### config.mk
export PLATFORM = sky130hd
export DESIGN_NAME = cpu_core
export DESIGN_NICKNAME = d
export VERILOG_FILES = /design/src/rtl/cpu_pkg.sv /design/src/rtl/cpu_regfile.sv /design/src/rtl/cpu_alu.sv /design/src/rtl/cpu_ctrl.sv /design/src/rtl/cpu_core.sv
export SDC_FILE = /design/constraint.sdc
export NUM_CORES = 1
export LEC_CHECK = 0
export BUFFER_PORTS_ARGS = -buffer_cell sky130_fd_sc_hd__clkbuf_2
export CAP_MARGIN = 20
export CORE_AREA = 2 2 236 285
export CTS_BUF_LIST = sky130_fd_sc_hd__clkbuf_16
export CTS_CLUSTER_DIAMETER = 150
export DETAILED_ROUTE_END_ITERATION = 8
export DIE_AREA = 0 0 238 287
export PLACE_DENSITY = 0.6
export SKIP_CTS_REPAIR_TIMING = 1
export SLEW_MARGIN = 20
export SYNTH_ARGS = -nofsm -noshare
export SYNTH_HDL_FRONTEND = slang
export SYNTH_SLANG_ARGS = --single-unit
export TNS_END_PERCENT = 30
### constraint.sdc
create_clock -name clk -period 4.7 [get_ports clk]
set_input_delay 1.41 -clock clk [delete_from_list [all_inputs] [get_ports clk]]
set_output_delay 1.41 -clock clk [all_outputs]
set_load 0.02 [all_outputs]
### src/rtl/cpu_pkg.sv
package cpu_pkg;

    localparam int DATA_W  = 16;
    localparam int ADDR_W  = 16;
    localparam int INSTR_W = 32;
    localparam int NREG    = 16;
    localparam int RIDX_W  = $clog2(NREG);
    localparam int OPC_W   = 8;

    localparam logic [OPC_W-1:0] OPC_HALT = 8'h00;
    localparam logic [OPC_W-1:0] OPC_NOT  = 8'h01;
    localparam logic [OPC_W-1:0] OPC_AND  = 8'h02;
    localparam logic [OPC_W-1:0] OPC_OR   = 8'h03;
    localparam logic [OPC_W-1:0] OPC_XOR  = 8'h04;
    localparam logic [OPC_W-1:0] OPC_ADD  = 8'h05;
    localparam logic [OPC_W-1:0] OPC_SHL  = 8'h10;
    localparam logic [OPC_W-1:0] OPC_SHR  = 8'h11;
    localparam logic [OPC_W-1:0] OPC_ASL  = 8'h12;
    localparam logic [OPC_W-1:0] OPC_ASR  = 8'h13;
    localparam logic [OPC_W-1:0] OPC_LD   = 8'h20;
    localparam logic [OPC_W-1:0] OPC_ST   = 8'h21;
    localparam logic [OPC_W-1:0] OPC_JMP  = 8'h30;
    localparam logic [OPC_W-1:0] OPC_BRT  = 8'h31;

    // flag positions inside the status word
    localparam int FLG_Z = 0;
    localparam int FLG_N = 1;
    localparam int FLG_C = 2;
    localparam int FLG_E = 3;

    typedef enum logic [3:0] {
        ST_FETCH  = 4'd0,
        ST_FWAIT  = 4'd1,
        ST_INCR   = 4'd2,
        ST_DECODE = 4'd3,
        ST_READ   = 4'd4,
        ST_EXEC   = 4'd5,
        ST_MWAIT  = 4'd6,
        ST_WB     = 4'd7,
        ST_HALT   = 4'd8
    } step_e;

    typedef struct packed {
        step_e               step;
        logic [ADDR_W-1:0]   pc;
        logic [INSTR_W-1:0]  ir;
        logic [OPC_W-1:0]    opc;
        logic [RIDX_W-1:0]   fa;
        logic [RIDX_W-1:0]   fb;
        logic [RIDX_W-1:0]   fc;
        logic [ADDR_W-1:0]   imm;
        logic [DATA_W-1:0]   opa;
        logic [DATA_W-1:0]   opb;
        logic [DATA_W-1:0]   res;
        logic [3:0]          flags;
    } ctl_s;

    function automatic logic is_xform(input logic [OPC_W-1:0] opc);
        return (opc inside {OPC_NOT, OPC_AND, OPC_OR, OPC_XOR, OPC_ADD,
                            OPC_SHL, OPC_SHR, OPC_ASL, OPC_ASR});
    endfunction

endpackage

### src/rtl/cpu_regfile.sv
module cpu_regfile #(
    parameter int DATA_W = 16,
    parameter int NREG   = 16,
    localparam int IDX_W = $clog2(NREG)
) (
    input  logic              clk,
    input  logic              rst_n,
    input  logic [IDX_W-1:0]  raddr_a,
    input  logic [IDX_W-1:0]  raddr_b,
    output logic [DATA_W-1:0] rdata_a,
    output logic [DATA_W-1:0] rdata_b,
    input  logic              we,
    input  logic [IDX_W-1:0]  waddr,
    input  logic [DATA_W-1:0] wdata
);

    logic [DATA_W-1:0] regs_q [NREG];

    always_ff @(posedge clk) begin
        if (!rst_n) begin
            for (int i = 0; i < NREG; i++) begin
                regs_q[i] <= '0;
            end
        end else if (we) begin
            regs_q[waddr] <= wdata;
        end
    end

    assign rdata_a = regs_q[raddr_a];
    assign rdata_b = regs_q[raddr_b];

endmodule

### src/rtl/cpu_alu.sv
module cpu_alu
    import cpu_pkg::*;
#(
    parameter int W = 16,
    localparam int SH_W = $clog2(W)
) (
    input  logic [OPC_W-1:0] opc,
    input  logic [W-1:0]     a,
    input  logic [W-1:0]     b,
    output logic [W-1:0]     res,
    output logic             carry
);

    logic [SH_W-1:0] amt;
    logic [W:0]      sum;

    assign amt = b[SH_W-1:0];
    assign sum = {1'b0, a} + {1'b0, b};

    always_comb begin
        res   = '0;
        carry = 1'b0;
        case (opc)
            OPC_NOT: res = ~a;
            OPC_AND: res = a & b;
            OPC_OR:  res = a | b;
            OPC_XOR: res = a ^ b;
            OPC_ADD: begin
                res   = sum[W-1:0];
                carry = sum[W];
            end
            OPC_SHL, OPC_ASL: res = a << amt;
            OPC_SHR: res = a >> amt;
            OPC_ASR: res = $unsigned($signed(a) >>> amt);
            default: res = '0;
        endcase
    end

endmodule

### src/rtl/cpu_ctrl.sv
module cpu_ctrl
    import cpu_pkg::*;
(
    input  logic                clk,
    input  logic                rst_n,
    output logic [ADDR_W-1:0]   imem_addr,
    input  logic [INSTR_W-1:0]  imem_rdata,
    output logic [ADDR_W-1:0]   dmem_addr,
    output logic [DATA_W-1:0]   dmem_wdata,
    output logic                dmem_we,
    input  logic [DATA_W-1:0]   dmem_rdata,
    output logic [RIDX_W-1:0]   rf_raddr_a,
    output logic [RIDX_W-1:0]   rf_raddr_b,
    input  logic [DATA_W-1:0]   rf_rdata_a,
    input  logic [DATA_W-1:0]   rf_rdata_b,
    output logic                rf_we,
    output logic [RIDX_W-1:0]   rf_waddr,
    output logic [DATA_W-1:0]   rf_wdata,
    output logic [OPC_W-1:0]    alu_opc,
    output logic [DATA_W-1:0]   alu_a,
    output logic [DATA_W-1:0]   alu_b,
    input  logic [DATA_W-1:0]   alu_res,
    input  logic                alu_carry,
    output logic                halted,
    output logic [3:0]          status
);

    ctl_s ctl_q, ctl_d;

    always_comb begin
        ctl_d   = ctl_q;
        dmem_we = 1'b0;
        rf_we   = 1'b0;
        case (ctl_q.step)
            ST_FETCH:  ctl_d.step = ST_FWAIT;
            ST_FWAIT: begin
                ctl_d.ir   = imem_rdata;
                ctl_d.step = ST_INCR;
            end
            ST_INCR: begin
                ctl_d.pc   = ctl_q.pc + 1'b1;
                ctl_d.step = ST_DECODE;
            end
            ST_DECODE: begin
                ctl_d.opc  = ctl_q.ir[31:24];
                ctl_d.fa   = ctl_q.ir[23:20];
                ctl_d.fb   = ctl_q.ir[19:16];
                ctl_d.fc   = ctl_q.ir[15:12];
                ctl_d.imm  = ctl_q.ir[15:0];
                ctl_d.step = ST_READ;
            end
            ST_READ: begin
                ctl_d.opa  = rf_rdata_a;
                ctl_d.opb  = rf_rdata_b;
                ctl_d.step = ST_EXEC;
            end
            ST_EXEC: begin
                ctl_d.step = ST_FETCH;
                if (is_xform(ctl_q.opc)) begin
                    ctl_d.res          = alu_res;
                    ctl_d.flags[FLG_Z] = (alu_res == '0);
                    ctl_d.flags[FLG_N] = alu_res[DATA_W-1];
                    ctl_d.flags[FLG_C] = alu_carry;
                    ctl_d.step         = ST_WB;
                end else begin
                    case (ctl_q.opc)
                        OPC_LD:   ctl_d.step = ST_MWAIT;
                        OPC_ST:   dmem_we = 1'b1;
                        OPC_JMP:  ctl_d.pc = ctl_q.imm;
                        OPC_BRT:  if (ctl_q.opa[0]) ctl_d.pc = ctl_q.imm;
                        OPC_HALT: ctl_d.step = ST_HALT;
                        default: begin
                            ctl_d.flags[FLG_E] = 1'b1;
                            ctl_d.step         = ST_HALT;
                        end
                    endcase
                end
            end
            ST_MWAIT: begin
                ctl_d.res  = dmem_rdata;
                ctl_d.step = ST_WB;
            end
            ST_WB: begin
                rf_we      = 1'b1;
                ctl_d.step = ST_FETCH;
            end
            default: ctl_d.step = ST_HALT;
        endcase
    end

    always_ff @(posedge clk) begin
        if (!rst_n) begin
            ctl_q <= '0;
        end else begin
            ctl_q <= ctl_d;
        end
    end

    // stores and conditional branches read register A on port A
    assign rf_raddr_a = (ctl_q.opc == OPC_ST || ctl_q.opc == OPC_BRT) ? ctl_q.fa : ctl_q.fb;
    assign rf_raddr_b = ctl_q.fc;
    assign rf_waddr   = ctl_q.fa;
    assign rf_wdata   = ctl_q.res;
    assign alu_opc    = ctl_q.opc;
    assign alu_a      = ctl_q.opa;
    assign alu_b      = ctl_q.opb;
    assign imem_addr  = ctl_q.pc;
    assign dmem_addr  = ctl_q.imm;
    assign dmem_wdata = ctl_q.opa;
    assign halted     = (ctl_q.step == ST_HALT);
    assign status     = ctl_q.flags;

endmodule

### src/rtl/cpu_core.sv
module cpu_core
    import cpu_pkg::*;
(
    input  logic                clk,
    input  logic                rst_n,
    output logic [ADDR_W-1:0]   imem_addr,
    input  logic [INSTR_W-1:0]  imem_rdata,
    output logic [ADDR_W-1:0]   dmem_addr,
    output logic [DATA_W-1:0]   dmem_wdata,
    output logic                dmem_we,
    input  logic [DATA_W-1:0]   dmem_rdata,
    output logic                halted,
    output logic [3:0]          status
);

    logic [RIDX_W-1:0] rf_raddr_a, rf_raddr_b, rf_waddr;
    logic [DATA_W-1:0] rf_rdata_a, rf_rdata_b, rf_wdata;
    logic              rf_we;
    logic [OPC_W-1:0]  alu_opc;
    logic [DATA_W-1:0] alu_a, alu_b, alu_res;
    logic              alu_carry;

    cpu_regfile #(.DATA_W(DATA_W), .NREG(NREG)) u_rf (
        .clk     (clk),
        .rst_n   (rst_n),
        .raddr_a (rf_raddr_a),
        .raddr_b (rf_raddr_b),
        .rdata_a (rf_rdata_a),
        .rdata_b (rf_rdata_b),
        .we      (rf_we),
        .waddr   (rf_waddr),
        .wdata   (rf_wdata)
    );

    cpu_alu #(.W(DATA_W)) u_alu (
        .opc   (alu_opc),
        .a     (alu_a),
        .b     (alu_b),
        .res   (alu_res),
        .carry (alu_carry)
    );

    cpu_ctrl u_ctrl (
        .clk        (clk),
        .rst_n      (rst_n),
        .imem_addr  (imem_addr),
        .imem_rdata (imem_rdata),
        .dmem_addr  (dmem_addr),
        .dmem_wdata (dmem_wdata),
        .dmem_we    (dmem_we),
        .dmem_rdata (dmem_rdata),
        .rf_raddr_a (rf_raddr_a),
        .rf_raddr_b (rf_raddr_b),
        .rf_rdata_a (rf_rdata_a),
        .rf_rdata_b (rf_rdata_b),
        .rf_we      (rf_we),
        .rf_waddr   (rf_waddr),
        .rf_wdata   (rf_wdata),
        .alu_opc    (alu_opc),
        .alu_a      (alu_a),
        .alu_b      (alu_b),
        .alu_res    (alu_res),
        .alu_carry  (alu_carry),
        .halted     (halted),
        .status     (status)
    );

endmodule

# Yosys cells after proc, flatten, opt, wreduce, memory -nomap -nowiden
# Memories as Yosys holds them, arrays and structs flattened. A register that Yosys moved wholly into a read port is not among the register bits.
# Cells that the tools add are included.
[totals]
regBits = 108
ram_bits = 256
in_bits = 50
wordCells = 88
n_memories = 1
[memory_table]
columns = ["name", "depth", "word_bits", "rd", "rd_ports_with_merged_regs", "write_ports", "line", "text"]
rows = [
  ["u_rf.regs_q", 16, 16, 2, 2, 16, "cpu_regfile.sv:17", "logic [DATA_W-1:0] regs_q [NREG];"],
]
[op_classes]
addsub = 2
eq_ne = 25
n_shift = 3
muxes = 23
n_bitwise = 6
reduce_logical = 17
[ops]
columns = ["op", "count"]
rows = [
  ["case mux 16 bit (8 select lines)", 1],
  ["case mux 16 bit (2 select lines)", 3],
  ["two-way mux 16 bit", 4],
  ["equality test 8 x 5 -> 1 bit (second input constant)", 4],
  ["equality test 8 x 6 -> 1 bit (second input constant)", 4],
  ["case mux 4 bit (8 select lines)", 1],
  ["adder 16 x 16 -> 17 bit", 1],
  ["adder 16 x 1 -> 16 bit (second input constant)", 1],
  ["AND 16 bit", 1],
  ["equality test 4 x 3 -> 1 bit (second input constant)", 4],
  ["equality test 8 x 2 -> 1 bit (second input constant)", 2],
  ["equality test 8 x 3 -> 1 bit (second input constant)", 2],
  ["logical NOT 16 bit", 1],
  ["NOT 16 bit", 1],
  ["OR 16 bit", 1],
  ["OR reduction 16 bit", 1],
  ["<< shifter 16 x 4 -> 16 bit", 1],
  ["right shift 16 x 4 -> 16 bit", 1],
  [">>> shifter 16 x 4 -> 16 bit", 1],
  ["XOR 16 bit", 1],
  ["two-way mux 4 bit", 3],
  ["two-way mux 1 bit", 10],
  ["nonzero test 9 bit", 1],
  ["equality test 4 x 2 -> 1 bit (second input constant)", 2],
  ["other kinds (19)", 24],
]

# Depth between registers and ports, before layout
[logic_depth]
depth_word = 7
mapped_depth = 14

# Hierarchy
# From an unflattened synthesis, not the netlist that was laid out.
[hier_totals]
cells_unflattened = 2167
hier_area_um2 = 23495.0
[modules_own_cells]
columns = ["module", "instances", "cells_each", "area_each_um2", "seq_area_each_um2"]
rows = [
  ["cpu_regfile", 1, 859, 13538.0, 7687.4],
  ["cpu_ctrl", 1, 829, 6605.1, 2722.6],
  ["cpu_alu", 1, 479, 3352.0, 0.0],
]

# Worst setup path before layout
# Ideal clock, no wire load.
[synth_timing]
kind = "input port to flip-flop"
from = "in rst_n"
to = "mem u_rf.regs_q[3][0], enable pin"
setup_time_ns = 0.411
t_arrival_ns = 3.540
required_time_ns = 4.289
setup_slack_ns = 0.748
cell_stages = 5
n_path_buf = 1
cell_sequence = "nand2b_1 > or3_1 > or3_1 > clkbuf_1 > o21ai_0"
[synth_rtl]
columns = ["item", "line", "text"]
rows = [
  ["from (decl)", "cpu_core.sv:5", "input logic rst_n,"],
  ["to (decl)", "cpu_regfile.sv:17", ""],
]

# Worst setup path in the final report
[layout_timing]
from = "reg u_ctrl.ctl_q, in the netlist u_ctrl.alu_opc[7]"
to = "out dmem_we"
[layout_via]
elab_chain_cells = 4
[layout_lines]
columns = ["item", "line", "text"]
rows = [
  ["from (decl)", "cpu_ctrl.sv:28", "ctl_s ctl_q, ctl_d;"],
  ["from (signal assigned)", "cpu_ctrl.sv:95", "ctl_q <= ctl_d;"],
  ["equality test 8 x 1 -> 1 bit (tied with other cells)", "cpu_pkg.sv:59", "return (opc inside {OPC_NOT, OPC_AND, OPC_OR, OPC_XOR, OPC_ADD,"],
  ["nonzero test 9 bit or two-way mux 1 bit (tied branches)", "cpu_pkg.sv:59, cpu_ctrl.sv:66", ""],
  ["two-way mux 1 bit *", "cpu_ctrl.sv:59", "if (is_xform(ctl_q.opc)) begin"],
  ["two-way mux 1 bit *", "cpu_ctrl.sv:34", "case (ctl_q.step)"],
  ["to (decl)", "cpu_core.sv:10", "output logic dmem_we,"],
]
# Every way passes the cells marked *; elsewhere a longest branch is shown, timed or not.

==> results.txt <==
----------------------------------------------------
[Placed design]
  HPWL Detailed ... 53.0 mm
  Placed inst area ... 0.0239 mm2
  Routability congestion estimate ... 0.927
  Number of input and output port buffers inserted ... 103

[Yosys]
  Synthesized net count ... 2146
  Number of flops mapped to enable cells by yosys ... 256
  Post-Syn Instances ... 2061
  Fraction of synthesized cell area taken by the top area cell type ... 33.8%
  Share of synthesized area spent on multiplexers ... 19.1%
  Post-synthesis sequential element count ... 392
  Adder-Cell Fraction of Synth Area ... 1.96%
  Largest family of logic cells by synthesized area ... multiplexers
  Top FF cell, synth ... edfxtp_1
  Post-synth design cell area ... 0.0227 mm2
  Count of cell types in the netlist ... 79
  Cell types with the largest area share after synthesis ... edfxtp_1 (34%), mux4_2 (16%), dfxtp_1 (12%)
  Compound-cell area share of the yosys netlist ... 10.1%
  Syn avg cell area ... 11.0 um2
  Sequential fraction of the synthesis area ... 45.8%
  Largest area contributor in the synthesized netlist ... edfxtp_1
  Area fraction in and, or, nand and nor cells after synthesis ... 16.9%
  Count of warnings emitted by yosys ... 0
  Fraction of synthesis flops using an asynchronous set or reset pin ... 0%
  Parity-gate share of the synthesized area counting xor and xnor cells ... 0.424%

[Timing]
  Final min period ... 3950 ps
  Actual transition at the worst max-transition pin ... 1060 ps
  Setup tns final ... 0 ps
  Rel. slew slack ... 29.2%
  Final hold violation count ... 0
  Crit share post-route ... 84.1%
  Max-slew violation count ... 0
  Setup violators final ... 0
  Setup repair after global routing missed its margin ... no
  Worst hold-check slack ... 449 ps
  Clock skew after layout ... 25.4 ps
  Fmax ... 253 MHz

[Clock network]
  TritonCTS clock tree ... built
  TritonCTS sink count ... 392
  Total clock buffers created by CTS ... 39
  Longest Clk Path Bufs ... 3
  Worst skew pair latency ... 550 ps
  Reg clk slew, reported paths ... 60 ps
  Level count of the clock H-tree ... 2
  Clk root buf ... clkbuf_16

[Worst setup path]
  Startpoint kind of the worst setup timing path ... flip-flop
  Capturing element type of the critical path ... output pin
  Required time of the worst setup path ... 3290 ps
  Reg-to-reg critical path endpoint ... u_ctrl.status[0]
  Maximum fanout encountered on the critical timing path ... 6
  Reg-to-reg slack, setup ... 920 ps
  Cell count of the worst reg-to-reg path ... 11
  Data arrival time of the critical path ... 2540 ps
  Category of the most critical setup path ... flip-flop to output pin
  Beginning of the worst register-to-register path ... u_ctrl.alu_a[0]

[Global route]
  GRT Util Overall ... 21.1%
  First-pass GRT wire length ... 110 mm
  Remaining Overflow, GRT ... 0
  Antenna violations before repair ... 1
  Largest net degree at the start of global routing ... 80
  Via count of the first global-routing pass ... 16774

[Finish]
  Final design instance area without fill ... 0.0250 mm2
  Final net count ... 2150
  Synthesis-to-finish area growth ... 10.2%
  Proportion of layout cells with a drive suffix above 1 ... 21.1%

[Routing]
  Number of nets with antenna violations after routing ... 0
  Drt via density ... 5.83
  TritonRoute pass-1 iters ... 5
  Remaining DRCs ... 0
  Vias after detailed routing ... 17103
  Average detailed-routed wire length per instance ... 25.0 um
  Violation count after the first detailed-routing iteration ... 1718
  Post-detailed-routing wire length ... 73.3 mm

[Run]
  Count of maximum capacitance violations ... 0

[Run status]
  Outcome ... finished clean

[Pwr]
  Overall power consumption ... 7.19 mW
  IR drop worst, VDD ... 0.000201 V
  P_leak ... 8.78 nW
  Total power density per cell area ... 287 mW/mm2

[Hold path]
  Path class of the lowest-slack min-delay path ... flip-flop to flip-flop
  Worst hold start ... u_ctrl.ctl_q[110]
  WHS Endpoint ... u_ctrl.rf_waddr[2]
  Worst hold stages ... 2

[Floorplan]
  Row Count ... 103
  Chip width ... 238 um
  Die area ... 0.0683 mm2
  Core area ... 0.0655 mm2
  Die Ht ... 287 um
  Top-level I/O count ... 104
  Starting Density ... 34.7%

----------------------------------------------------
## where the power goes
part | switching, mW | internal [mW] | total (mW) | leakage (nW)
combinational | 0.268 | 0.173 | 0.441 | 4.41
clock | 1.33 | 1.57 | 2.90 | 0.615
sequential | 0.0868 | 3.76 | 3.85 | 3.75
total | 1.68 | 5.51 | 7.19 | 8.78
## critical path, cell delays in order, from the launching register on
cell	delay (ps)
dfxtp_1	350
or2_1	290
nor2_1	220
nand3_1	470
nor3_1	440
clkbuf_2	250
## cells by family (layout without fill, tap and decap cells)
group / Yosys count / count (layout)
compound gates: 379 / 379
xor+xnor: 11 / 11
fa+ha+maj: 35 / 35
buf+inv: 264 / 295
flops: 392 / 392
mux: 223 / 223
other cells: 0 / 1
simple gates: 757 / 757
## flip-flops by register name (all words and copies together) (netlist names)
signal and flops:
u_ctrl.alu_a 16, u_ctrl.alu_b 16, u_ctrl.alu_opc 8, u_ctrl.ctl_q 40, u_ctrl.dmem_addr 15, u_ctrl.imem_addr 16
u_ctrl.rf_raddr_b 1, u_ctrl.rf_waddr 4, u_ctrl.rf_wdata 16, u_ctrl.status 4, u_rf.regs_q 256
## cells in the final DEF, fill, tap and decap left out, types with 12 or more instances in the layout
cell,netlist,routed
a211oi_1,23,23
a21oi_1,161,161
a221oi_1,15,15
a31oi_1,12,12
and2_1,260,260
buf_4,61,81
clkbuf_16,0,41
clkbuf_2,0,103
dfxtp_1,136,132
edfxtp_1,256,256
ha_1,34,34
inv_1,37,49
mux2i_1,47,46
mux4_2,166,166
nand2_1,255,254
nand2b_1,16,16
nand3_1,29,29
nor2_1,95,94
nor3_1,33,29
o21ai_0,80,68
o21ai_1,3,15
## cells in the mapped netlist (12+ instances only)
| master | count |
|---|---|
| a211oi_1 | 23 |
| a21oi_1 | 161 |
| a221oi_1 | 15 |
| a31oi_1 | 12 |
| and2_1 | 260 |
| buf_2 | 36 |
| buf_4 | 61 |
| clkbuf_1 | 116 |
| dfxtp_1 | 136 |
| edfxtp_1 | 256 |
| ha_1 | 34 |
| inv_1 | 37 |
| mux2i_1 | 47 |
| mux4_2 | 166 |
| nand2_1 | 255 |
| nand2b_1 | 16 |
| nand3_1 | 29 |
| nor2_1 | 95 |
| nor3_1 | 33 |
| o21ai_0 | 80 |
## area by class of cell
cell class	count	area [um2]
Fill cell	6225	40400
Tap cell	840	1050
Sequential cell	392	10400
Clock buffer	41	1030
Inverter	40	151
Clock inverter	27	125
Multi-Input combinational cell	1405	11100
Antenna cell	1	2.50
Timing Repair Buffer	187	1180
## how the worst max path moves through the flow
stage                           start           endpoint  slack, ps  cells after the start
finish              u_ctrl.alu_opc[7]            dmem_we        750                      5
floorplan                       rst_n  u_rf.regs_q[3][0]        750                      5
global placement                rst_n  u_rf.regs_q[0][0]        730                      7
global route        u_ctrl.alu_opc[7]            dmem_we        570                      5
CTS                 u_ctrl.alu_opc[7]            dmem_we        720                      5
detailed placement              rst_n  u_rf.regs_q[0][0]        620                      7
## metrics by stage
stage | setup WS [ps] | utilization (%) | std cells
3_3_place_gp | 732 | 36.5 | 2864
2_1_floorplan | 748 | - | 2061
6_report | 747 | 38.2 | 2933
4_1_cts | 717 | 38.2 | 2932
3_5_place_dp | 618 | 36.5 | 2864
5_1_grt | 567 | 38.2 | 2933
## routing by layer
metal	GRT usage, %	vias up	wire (um)
met5	0	-	0
met4	9.66	0	3540
met3	2.67	188	4890
met2	36.3	853	36200
met1	26.6	8539	28600
li1	-	7523	-
(Power assumes the default switching activity.)
